### config.mk
export PLATFORM = sky130hd
export DESIGN_NAME = bz_mapper
export DESIGN_NICKNAME = d
export VERILOG_FILES = /design/src/rtl/bz_map_pkg.sv /design/src/rtl/bz_region_dec.sv /design/src/rtl/bz_target_sel.sv /design/src/rtl/bz_wait_seq.sv /design/src/rtl/bz_mapper.sv
export SDC_FILE = /design/constraint.sdc
export NUM_CORES = 1
export LEC_CHECK = 0
export ABC_AREA = 1
export BUFFER_PORTS_ARGS = -buffer_cell sky130_fd_sc_hd__buf_2
export CAP_MARGIN = 20
export CORE_AREA = 4 4 47 49
export CTS_CLUSTER_DIAMETER = 60
export DETAILED_ROUTE_END_ITERATION = 16
export DIE_AREA = 0 0 51 53
export PLACE_DENSITY_LB_ADDON = 0.25
export SLEW_MARGIN = 20
export SYNTH_ARGS = -nofsm -noshare
export SYNTH_HDL_FRONTEND = slang
export SYNTH_SLANG_ARGS = --single-unit
### constraint.sdc
create_clock -name clk -period 3.6 [get_ports clk]
set_input_delay 0.72 -clock clk [delete_from_list [all_inputs] [get_ports clk]]
set_output_delay 0.72 -clock clk [all_outputs]
set_load 0.005 [all_outputs]
### src/rtl/bz_map_pkg.sv
package bz_map_pkg;

    localparam int ADDR_W  = 16;
    localparam int NUM_MAP = 4;
    localparam int FIELD_W = 2;
    localparam int CFG_W   = NUM_MAP * FIELD_W;

    // Address classes; the mappable ones index their field in the map register
    typedef enum logic [2:0] {
        RG_ZP    = 3'd0,
        RG_STK   = 3'd1,
        RG_ROM   = 3'd2,
        RG_RAM   = 3'd3,
        RG_FIXED = 3'd4
    } region_e;

    // Target codes driven on acc_tgt
    typedef enum logic [1:0] {
        TGT_SRAM  = 2'd0,
        TGT_SDRAM = 2'd1,
        TGT_EXT   = 2'd2,
        TGT_CTRL  = 2'd3
    } tgt_e;

    // Field codes in the map register
    localparam logic [FIELD_W-1:0] MAP_SRAM  = 2'b01;
    localparam logic [FIELD_W-1:0] MAP_SDRAM = 2'b10;

endpackage

### src/rtl/bz_region_dec.sv
module bz_region_dec
    import bz_map_pkg::*;
#(
    parameter int                           ROM_WIN = 2,
    parameter logic [ADDR_W-1:0]            ZP_HI   = 16'h00FF,
    parameter logic [ADDR_W-1:0]            STK_HI  = 16'h01FF,
    parameter logic [ADDR_W-1:0]            IO_LO   = 16'hD000,
    parameter logic [ADDR_W-1:0]            IO_HI   = 16'hDFFF,
    parameter logic [ADDR_W-1:0]            VID_LO  = 16'h0400,
    parameter logic [ADDR_W-1:0]            VID_HI  = 16'h07FF,
    parameter logic [ROM_WIN-1:0][ADDR_W-1:0] ROM_LO = {16'hE000, 16'hA000},
    parameter logic [ROM_WIN-1:0][ADDR_W-1:0] ROM_HI = {16'hFFFF, 16'hBFFF}
) (
    input  logic [ADDR_W-1:0] addr,
    output region_e           region
);

    logic [ROM_WIN-1:0] rom_hit;
    logic               fixed_hit;
    logic               zp_hit;
    logic               stk_hit;

    // One comparator pair per ROM window
    for (genvar w = 0; w < ROM_WIN; w++) begin : g_rom
        assign rom_hit[w] = (addr >= ROM_LO[w]) && (addr <= ROM_HI[w]);
    end

    assign fixed_hit = ((addr >= IO_LO)  && (addr <= IO_HI)) ||
                       ((addr >= VID_LO) && (addr <= VID_HI));
    assign zp_hit    = (addr <= ZP_HI);
    assign stk_hit   = (addr >  ZP_HI) && (addr <= STK_HI);

    // Fixed ranges win over every mappable class
    always_comb begin
        if (fixed_hit)      region = RG_FIXED;
        else if (zp_hit)    region = RG_ZP;
        else if (stk_hit)   region = RG_STK;
        else if (|rom_hit)  region = RG_ROM;
        else                region = RG_RAM;
    end

endmodule

### src/rtl/bz_target_sel.sv
module bz_target_sel
    import bz_map_pkg::*;
(
    input  region_e          region,
    input  logic [CFG_W-1:0] cfg,
    input  logic             ctrl_wr,
    output tgt_e             tgt
);

    logic [FIELD_W-1:0] fld [NUM_MAP];
    logic [FIELD_W-1:0] code;

    for (genvar g = 0; g < NUM_MAP; g++) begin : g_fld
        assign fld[g] = cfg[g*FIELD_W +: FIELD_W];
    end

    always_comb begin
        code = (region == RG_FIXED) ? '0 : fld[region[1:0]];
        if (ctrl_wr) begin
            tgt = TGT_CTRL;
        end else begin
            case (code)
                MAP_SRAM:  tgt = TGT_SRAM;
                MAP_SDRAM: tgt = TGT_SDRAM;
                default:   tgt = TGT_EXT;
            endcase
        end
    end

endmodule

### src/rtl/bz_wait_seq.sv
module bz_wait_seq
    import bz_map_pkg::*;
#(
    parameter int SDRAM_WAITS = 2
) (
    input  logic clk,
    input  logic rst_n,
    input  logic valid,
    input  tgt_e tgt,
    input  logic ext_done,
    output logic ready
);

    localparam int CNT_W = $clog2(SDRAM_WAITS + 2);

    typedef struct packed {
        logic [CNT_W-1:0] cnt;
    } seq_t;

    seq_t seq_d, seq_q;

    always_comb begin
        seq_d = seq_q;
        ready = 1'b0;
        if (valid) begin
            case (tgt)
                TGT_SDRAM: ready = (seq_q.cnt == CNT_W'(SDRAM_WAITS));
                TGT_EXT:   ready = ext_done;
                default:   ready = 1'b1;
            endcase
        end
        // Count stalled cycles of the access in flight, saturating
        if (valid && !ready) begin
            if (seq_q.cnt != '1) seq_d.cnt = seq_q.cnt + 1'b1;
        end else begin
            seq_d.cnt = '0;
        end
    end

    always_ff @(posedge clk or negedge rst_n) begin
        if (!rst_n) seq_q <= '0;
        else        seq_q <= seq_d;
    end

endmodule

### src/rtl/bz_mapper.sv
module bz_mapper
    import bz_map_pkg::*;
#(
    parameter int          SDRAM_WAITS = 2,
    parameter logic [15:0] CTRL_ADDR   = 16'hDF00
) (
    input  logic        clk,
    input  logic        rst_n,
    input  logic        acc_valid,
    input  logic [15:0] acc_addr,
    input  logic        acc_we,
    input  logic [7:0]  acc_wdata,
    input  logic        ext_done,
    output logic [1:0]  acc_tgt,
    output logic        acc_ready
);

    typedef struct packed {
        logic [CFG_W-1:0] cfg;
    } ctl_t;

    ctl_t    ctl_d, ctl_q;
    logic    ctrl_wr;
    region_e region;
    tgt_e    tgt;

    assign ctrl_wr = acc_valid && acc_we && (acc_addr == CTRL_ADDR);

    bz_region_dec u_dec (
        .addr   (acc_addr),
        .region (region)
    );

    bz_target_sel u_sel (
        .region  (region),
        .cfg     (ctl_q.cfg),
        .ctrl_wr (ctrl_wr),
        .tgt     (tgt)
    );

    bz_wait_seq #(.SDRAM_WAITS(SDRAM_WAITS)) u_seq (
        .clk      (clk),
        .rst_n    (rst_n),
        .valid    (acc_valid),
        .tgt      (tgt),
        .ext_done (ext_done),
        .ready    (acc_ready)
    );

    assign acc_tgt = tgt;

    always_comb begin
        ctl_d = ctl_q;
        if (ctrl_wr) ctl_d.cfg = acc_wdata;
    end

    // Reset value: every field 00, all regions on the external bus
    always_ff @(posedge clk or negedge rst_n) begin
        if (!rst_n) ctl_q <= '0;
        else        ctl_q <= ctl_d;
    end

endmodule

== Word-level counts from Yosys, hierarchy flattened ==
Index checks and enable logic that the tools add are counted.

* Add/subtract/negate cells: 1
* Multipliers: 0
* Divide/modulo/power cells: 0
* Order comparisons: 12
* Equal/unequal tests: 9
* Shifts and indexed selects: 0
* Muxes and demuxes: 14
* Bitwise logic cells: 1
* Reduce and logical (&&, ||, !) cells: 11

{| class="wikitable"
|+ Operators with widths
! cell !! count
|-
| $ge A16 B16 Y1 const B || 3
|-
| $le A16 B16 Y1 const B || 3
|-
| $eq A16 B16 Y1 const B || 1
|-
| $ge A16 B11 Y1 const B || 1
|-
| $gt A16 B8 Y1 const B || 1
|-
| $le A16 B11 Y1 const B || 1
|-
| $le A16 B8 Y1 const B || 1
|-
| $le A16 B9 Y1 const B || 1
|-
| $mux W2 || 6
|-
| $mux W3 || 3
|-
| $logic_and A1 B1 Y1 || 8
|-
| $eq A2 B2 Y1 const B || 3
|-
| $bmux W2 S2 || 1
|-
| $eq A2 B1 Y1 const B || 2
|-
| $ne A2 B2 Y1 const B || 2
|-
| $pmux W2 S2 || 1
|-
| $eq A3 B3 Y1 const B || 1
|-
| $ge A3 B3 Y1 const B || 1
|-
| $not A2 Y3 || 1
|-
| $add A2 B1 Y2 const B || 1
|-
| $mux W1 || 2
|-
| $pmux W1 S2 || 1
|-
| $reduce_or A2 Y1 || 1
|-
| $logic_not A1 Y1 || 1
|-
| $logic_or A1 B1 Y1 || 1
|}

* Bits in registers: 10
* Latch bits: 0
* Memory bits (writable): 0
* Memory bits (read-only): 0
* Input bits: 29
* Output and inout bits: 3
* Logic and storage cells: 50
* Memories: 0

== Logic depth before layout (Yosys ltp) ==
* Word-level depth: 21
* Mapped depth: 17
* Depth with buffers taken out: 17

== By module ==
Synthesis repeated with hierarchy kept, for this count alone.

* Cell total of the unflattened synthesis: 119
* Area total of the unflattened synthesis: 822.0 µm²

{| class="wikitable"
|+ By module, submodules not included
! module !! times used !! cells each !! area an instance (µm²) !! sequential area each (µm²)
|-
| bz_mapper || 1 || 51 || 422.9 || 200.2
|-
| bz_wait_seq || 1 || 21 || 168.9 || 50.0
|-
| bz_target_sel || 1 || 26 || 130.1 || 0.0
|-
| bz_region_dec || 1 || 21 || 100.1 || 0.0
|}

== Worst setup path before layout ==
OpenSTA, ideal clock, no wires.

* Path kind: in2out
* Start: input port acc_addr[15]
* End: output port acc_ready
* Arrival time: 2382 ps
* Data required time: 2880 ps
* Slack: 498 ps
* Stages: 16
* Buffers on the path: 0
* Cell sequence: nor2_1 > nand2_1 > nor2_1 > nor2_4 > nand2_1 > nand3_1 > nand2_1 > nand2_1 > ha_1 > nor2_1 > inv_1 > ha_1 > inv_1 > nand3_1 > nand2_1 > inv_1

* Word-level cells in the longest chain between the ends: 18
* Elaborated cells between the ends (all ways): 38
* Classes of those cells: order compare: 11; eq/ne: 6; mux: 12; bitwise: 1; reduce/logical: 8

{| class="wikitable"
|+ RTL lines
! element !! line !! source
|-
| start, declared || bz_mapper.sv:10 || <nowiki>input logic [15:0] acc_addr,</nowiki>
|-
| $ge A16 B16 Y1 / $le A16 B16 Y1 (equally long branches) || bz_region_dec.sv:25 || <nowiki>assign rom_hit[w] = (addr >= ROM_LO[w]) && (addr <= ROM_HI[w]);</nowiki>
|-
| $logic_and A1 B1 Y1 || bz_region_dec.sv:25 ||
|-
| $reduce_or A2 Y1 || bz_region_dec.sv:38 || <nowiki>else if (|rom_hit) region = RG_ROM;</nowiki>
|-
| $mux W1 || bz_region_dec.sv:38 ||
|-
| $mux W3 || bz_region_dec.sv:37 || <nowiki>else if (stk_hit) region = RG_STK;</nowiki>
|-
| $mux W3 || bz_region_dec.sv:36 || <nowiki>else if (zp_hit) region = RG_ZP;</nowiki>
|-
| $mux W3 || bz_region_dec.sv:35 || <nowiki>if (fixed_hit) region = RG_FIXED;</nowiki>
|-
| $not A2 Y3 (not written as such) || bz_target_sel.sv:18 || <nowiki>code = (region == RG_FIXED) ? '0 : fld[region[1:0]];</nowiki>
|-
| [3 not listed] || n/a ||
|-
| $mux W2 || bz_target_sel.sv:18 ||
|-
| $eq A2 B2 Y1 / $eq A2 B1 Y1 (equally long branches) || bz_target_sel.sv:22 || <nowiki>case (code)</nowiki>
|-
| $pmux W2 S2 || bz_target_sel.sv:22 ||
|-
| $mux W2 (*) || bz_target_sel.sv:19 || <nowiki>if (ctrl_wr) begin</nowiki>
|-
| via acc_tgt[1] || bz_mapper.sv:14 || <nowiki>output logic [1:0] acc_tgt,</nowiki>
|-
| $eq A2 B2 Y1 / $eq A2 B1 Y1 (equally long branches) || bz_wait_seq.sv:26 || <nowiki>case (tgt)</nowiki>
|-
| $pmux W1 S2 (*) || bz_wait_seq.sv:26 ||
|-
| $mux W1 (*) || bz_wait_seq.sv:25 || <nowiki>if (valid) begin</nowiki>
|-
| end, declared || bz_mapper.sv:15 || <nowiki>output logic acc_ready</nowiki>
|}

Mark *: on every way through the listed nets, which the timed path passes. The rest lies on a longest branch. The select of a mux whose other input is x is not followed.

== Worst setup path in the final report ==
* Start: input port acc_addr[13]
* End: output port acc_ready

* Word-level cells in the longest chain between the ends: 18
* Elaborated cells between the ends (all ways): 38
* Classes of those cells: order compare: 11; eq/ne: 6; mux: 12; bitwise: 1; reduce/logical: 8

{| class="wikitable"
|+ RTL lines
! element !! line
|-
| $ge A16 B16 Y1 / $le A16 B16 Y1 (equally long branches) || bz_region_dec.sv:25
|-
| $logic_and A1 B1 Y1 || bz_region_dec.sv:25
|-
| $reduce_or A2 Y1 || bz_region_dec.sv:38
|-
| $mux W1 || bz_region_dec.sv:38
|-
| $mux W3 || bz_region_dec.sv:37
|-
| $mux W3 || bz_region_dec.sv:36
|-
| $mux W3 || bz_region_dec.sv:35
|-
| $not A2 Y3 (not written as such) || bz_target_sel.sv:18
|-
| $bmux W2 S2 || bz_target_sel.sv:18
|-
| $mux W2 (not written as such) (2 in series) || bz_target_sel.sv:18
|-
| $mux W2 || bz_target_sel.sv:18
|-
| $eq A2 B2 Y1 / $eq A2 B1 Y1 (equally long branches) || bz_target_sel.sv:22
|-
| $pmux W2 S2 || bz_target_sel.sv:22
|-
| $mux W2 (*) || bz_target_sel.sv:19
|-
| $eq A2 B2 Y1 / $eq A2 B1 Y1 (equally long branches) || bz_wait_seq.sv:26
|-
| $pmux W1 S2 (*) || bz_wait_seq.sv:26
|-
| $mux W1 (*) || bz_wait_seq.sv:25
|}

Mark *: on every way between the ends. The rest lies on a longest branch, timed or not. The select of a mux whose other input is x is not followed.

==> results.tsv <==
metric	value	unit
total congestion overflow after global routing	0	
Worst-Skew Late Latency	0.26	ns
average via count per standard cell	4.39	
floorplan die width	51	µm
Setup crit start kind	primary input	
initial antenna violation count	0	
slew of the pin with the lowest slew margin	0.463	ns
Cell Area, Synth	827	µm²
Multi-input gate area	487	µm²
count of final hold-check violations	0	
highest ir drop seen on vdd	226	µV
data arrival time of the worst path	2.70	ns
global-route usage over all layers	0.142	
primary flip-flop cell chosen by synthesis mapping	sky130_fd_sc_hd__dfrtp_1	
number of enable-type register cells in the synthesized netlist	0	
initial core utilization	0.444	
post-cts hold buffer count	0	
remaining routing DRC violations	0	
fraction of the cycle the final worst path needs	0.949	
Starting DRT DRC Count	12	
top post-synthesis cells by area	sky130_fd_sc_hd__dfrtp_1, sky130_fd_sc_hd__inv_1, sky130_fd_sc_hd__nand2_1	
Antenna diodes	0	
clock slew seen by the registers of the worst setup and hold paths	0.07	ns
pin count of the biggest net entering global routing	17	
fmax	293	MHz
Relative slew margins	0.690	
WP data required	2.88	ns
Vert. Die Dim	53	µm
post-synth top area cell	sky130_fd_sc_hd__dfrtp_1	
fin area	1080	µm²
placed instance area	1010	µm²
FF/Latch Area	250	µm²
Worst Skew	0.00595	ns
maximum fanout count along the critical path	5	
post-DP HPWL	1410	µm
I/O Buffers	31	
fillcell total	187	
sequential fraction of the synthesis area	0.303	
deepest level of the CTS H-tree	1	
standard-cell rows	16	
die area	2700	µm²
P&R area growth vs syn	30.9	%
crit path time final	3.42	ns
outcome	finished clean	
number of vias after detailed routing	825	
number of flip-flops and latches in the synthesized netlist	10	
Post-DRT Antenna Nets	0	
clock tree from TritonCTS	yes	
max capacitance violation total	0	
buffers from clock root to sink, at most	2	
clock sink count	10	
path type of the worst min-delay path	in2async	
ratio of cells with drive above 1 in the final layout	0.360	
number of global-route vias before repair	758	
number of distinct library cell variants in the gate-level netlist after synthesis	20	
leading post-synthesis cells by instance count	sky130_fd_sc_hd__inv_1, sky130_fd_sc_hd__nand2_1, sky130_fd_sc_hd__nor2_1	
leading cell type by number of instances after synthesis	sky130_fd_sc_hd__inv_1	
pre-CTS worst setup slack	0.125	ns
count of final setup violators	0	
share of async-settable or async-resettable flops after synthesis	1.00	
Synth Instances	125	
Pre-Repair DR Iteration Count	4	
static leakage	0.672	nW
global-route wire length before repair	2950	µm
routability-driven placement congestion ratio	0.730	
synthesized area per cell	6.62	µm²
worst path setup slack after routing	0.184	ns
category of the critical setup timing path	in2out	
count of pins on the block boundary	32	
pins over their slew limit	0	
Final Net Count	196	
Routed WL per cell	9.31	µm
Cell Pwr Density	262	nW/µm²
cell at the root of the clock tree	sky130_fd_sc_hd__clkbuf_4	
top cell type's share of synthesized area	0.303	
element type at the critical path end	primary output	
total power	0.000283	W
number of clock buffers inserted by TritonCTS	3	
Yosys warning count	0	
Total Wirelength	1750	µm
Synth Net Count	159	
core area	1860	µm²
==> cell families (layout without fill, tap and decap cells) <==
family	count (synthesis)	after routing	share of synthesized area
compound gates	2	2	0.0121
fa+ha+maj	5	5	0.0756
simple gates	78	78	0.458
xor+xnor	1	1	0.0106
flops	10	10	0.303
buf+inv	29	65	0.141
==> cell usage in the layout (no fill, tap or decap), drive strengths merged <==
master,n
inv,28
nor4,4
ha,5
xor2,1
buf,33
a21oi,2
nand4,2
nor2,31
nor3,2
nand2,28
dfrtp,10
clkbuf,4
nand3,10
and3,1
==> repair_timing <==
action,in CTS,in global routing
setup buffers,0,1
gates resized for setup,0,7
setup endpoints to repair,0,1
==> per-stage QoR <==
stage	setup TNS [ns]	util	hold slack, ns	instances
floorplan	0	-	0.424	125
global placement	0	0.544	0.541	183
detailed placement	0	0.544	0.545	183
CTS	0	0.563	0.305	187
global route	-0.0424	0.581	0.302	188
finish	0	0.581	0.304	188
==> registers in the layout, summed over array words and instances (netlist names) <==
signal,cells
u_seq.seq_q,2
ctl_q,8
==> worst paths after layout <==
| path | start | endpoint | slack [ns] | cells past startpoint |
|---|---|---|---|---|
| worst min register to register | ctl_q[4] | ctl_q[4] | 0.56 | 4 |
| worst min-delay path | rst_n | ctl_q[2] | 0.30 | 1 |
| worst max-delay path | acc_addr[13] | acc_ready | 0.18 | 18 |
| min in group clk | ctl_q[4] | ctl_q[4] | 0.56 | 4 |
| worst max register to register | ctl_q[7] | u_seq.seq_q[0] | 1.83 | 11 |
| max in group asynchronous | rst_n | ctl_q[7] | 3.10 | 1 |
==> worst max-delay path, stage by stage <==
cell,delay (ns)
sky130_fd_sc_hd__buf_2,0.11
sky130_fd_sc_hd__nor2_1,0.05
sky130_fd_sc_hd__nand2_1,0.09
sky130_fd_sc_hd__nor2_1,0.06
sky130_fd_sc_hd__nor2_2,0.22
sky130_fd_sc_hd__nand2_2,0.11
sky130_fd_sc_hd__nand2_1,0.07
sky130_fd_sc_hd__nand3_1,0.08
sky130_fd_sc_hd__a21oi_2,0.20
sky130_fd_sc_hd__ha_4,0.22
sky130_fd_sc_hd__nor2_2,0.09
sky130_fd_sc_hd__inv_1,0.06
sky130_fd_sc_hd__ha_1,0.28
sky130_fd_sc_hd__inv_2,0.06
sky130_fd_sc_hd__nand3_1,0.07
sky130_fd_sc_hd__nand2_1,0.05
sky130_fd_sc_hd__inv_1,0.03
sky130_fd_sc_hd__buf_2,0.11
==> power breakdown <==
part	total, W	switching [W]	internal (W)
logic	0.0000676	0.0000362	0.0000313
registers	0.000117	0.00000236	0.000115
clock network	0.0000982	0.0000369	0.0000613
total	0.000283	0.0000755	0.000208
==> metal layers <==
metal,vias to the layer above,global-route usage,part of all wire
li1,447,-,-
met4,0,0.0807,0.0080
met5,-,0,0
met3,2,0.0197,0.065
met2,21,0.236,0.49
met1,355,0.174,0.43
==> area by class of cell <==
type	count	area share
clock buffer	4	0.0335
inverter	28	0.0971
multi-input combinational	86	0.450
sequential	10	0.231
tap	27	0.0312
timing repair buffer	33	0.157
(Power assumes the default switching activity.)
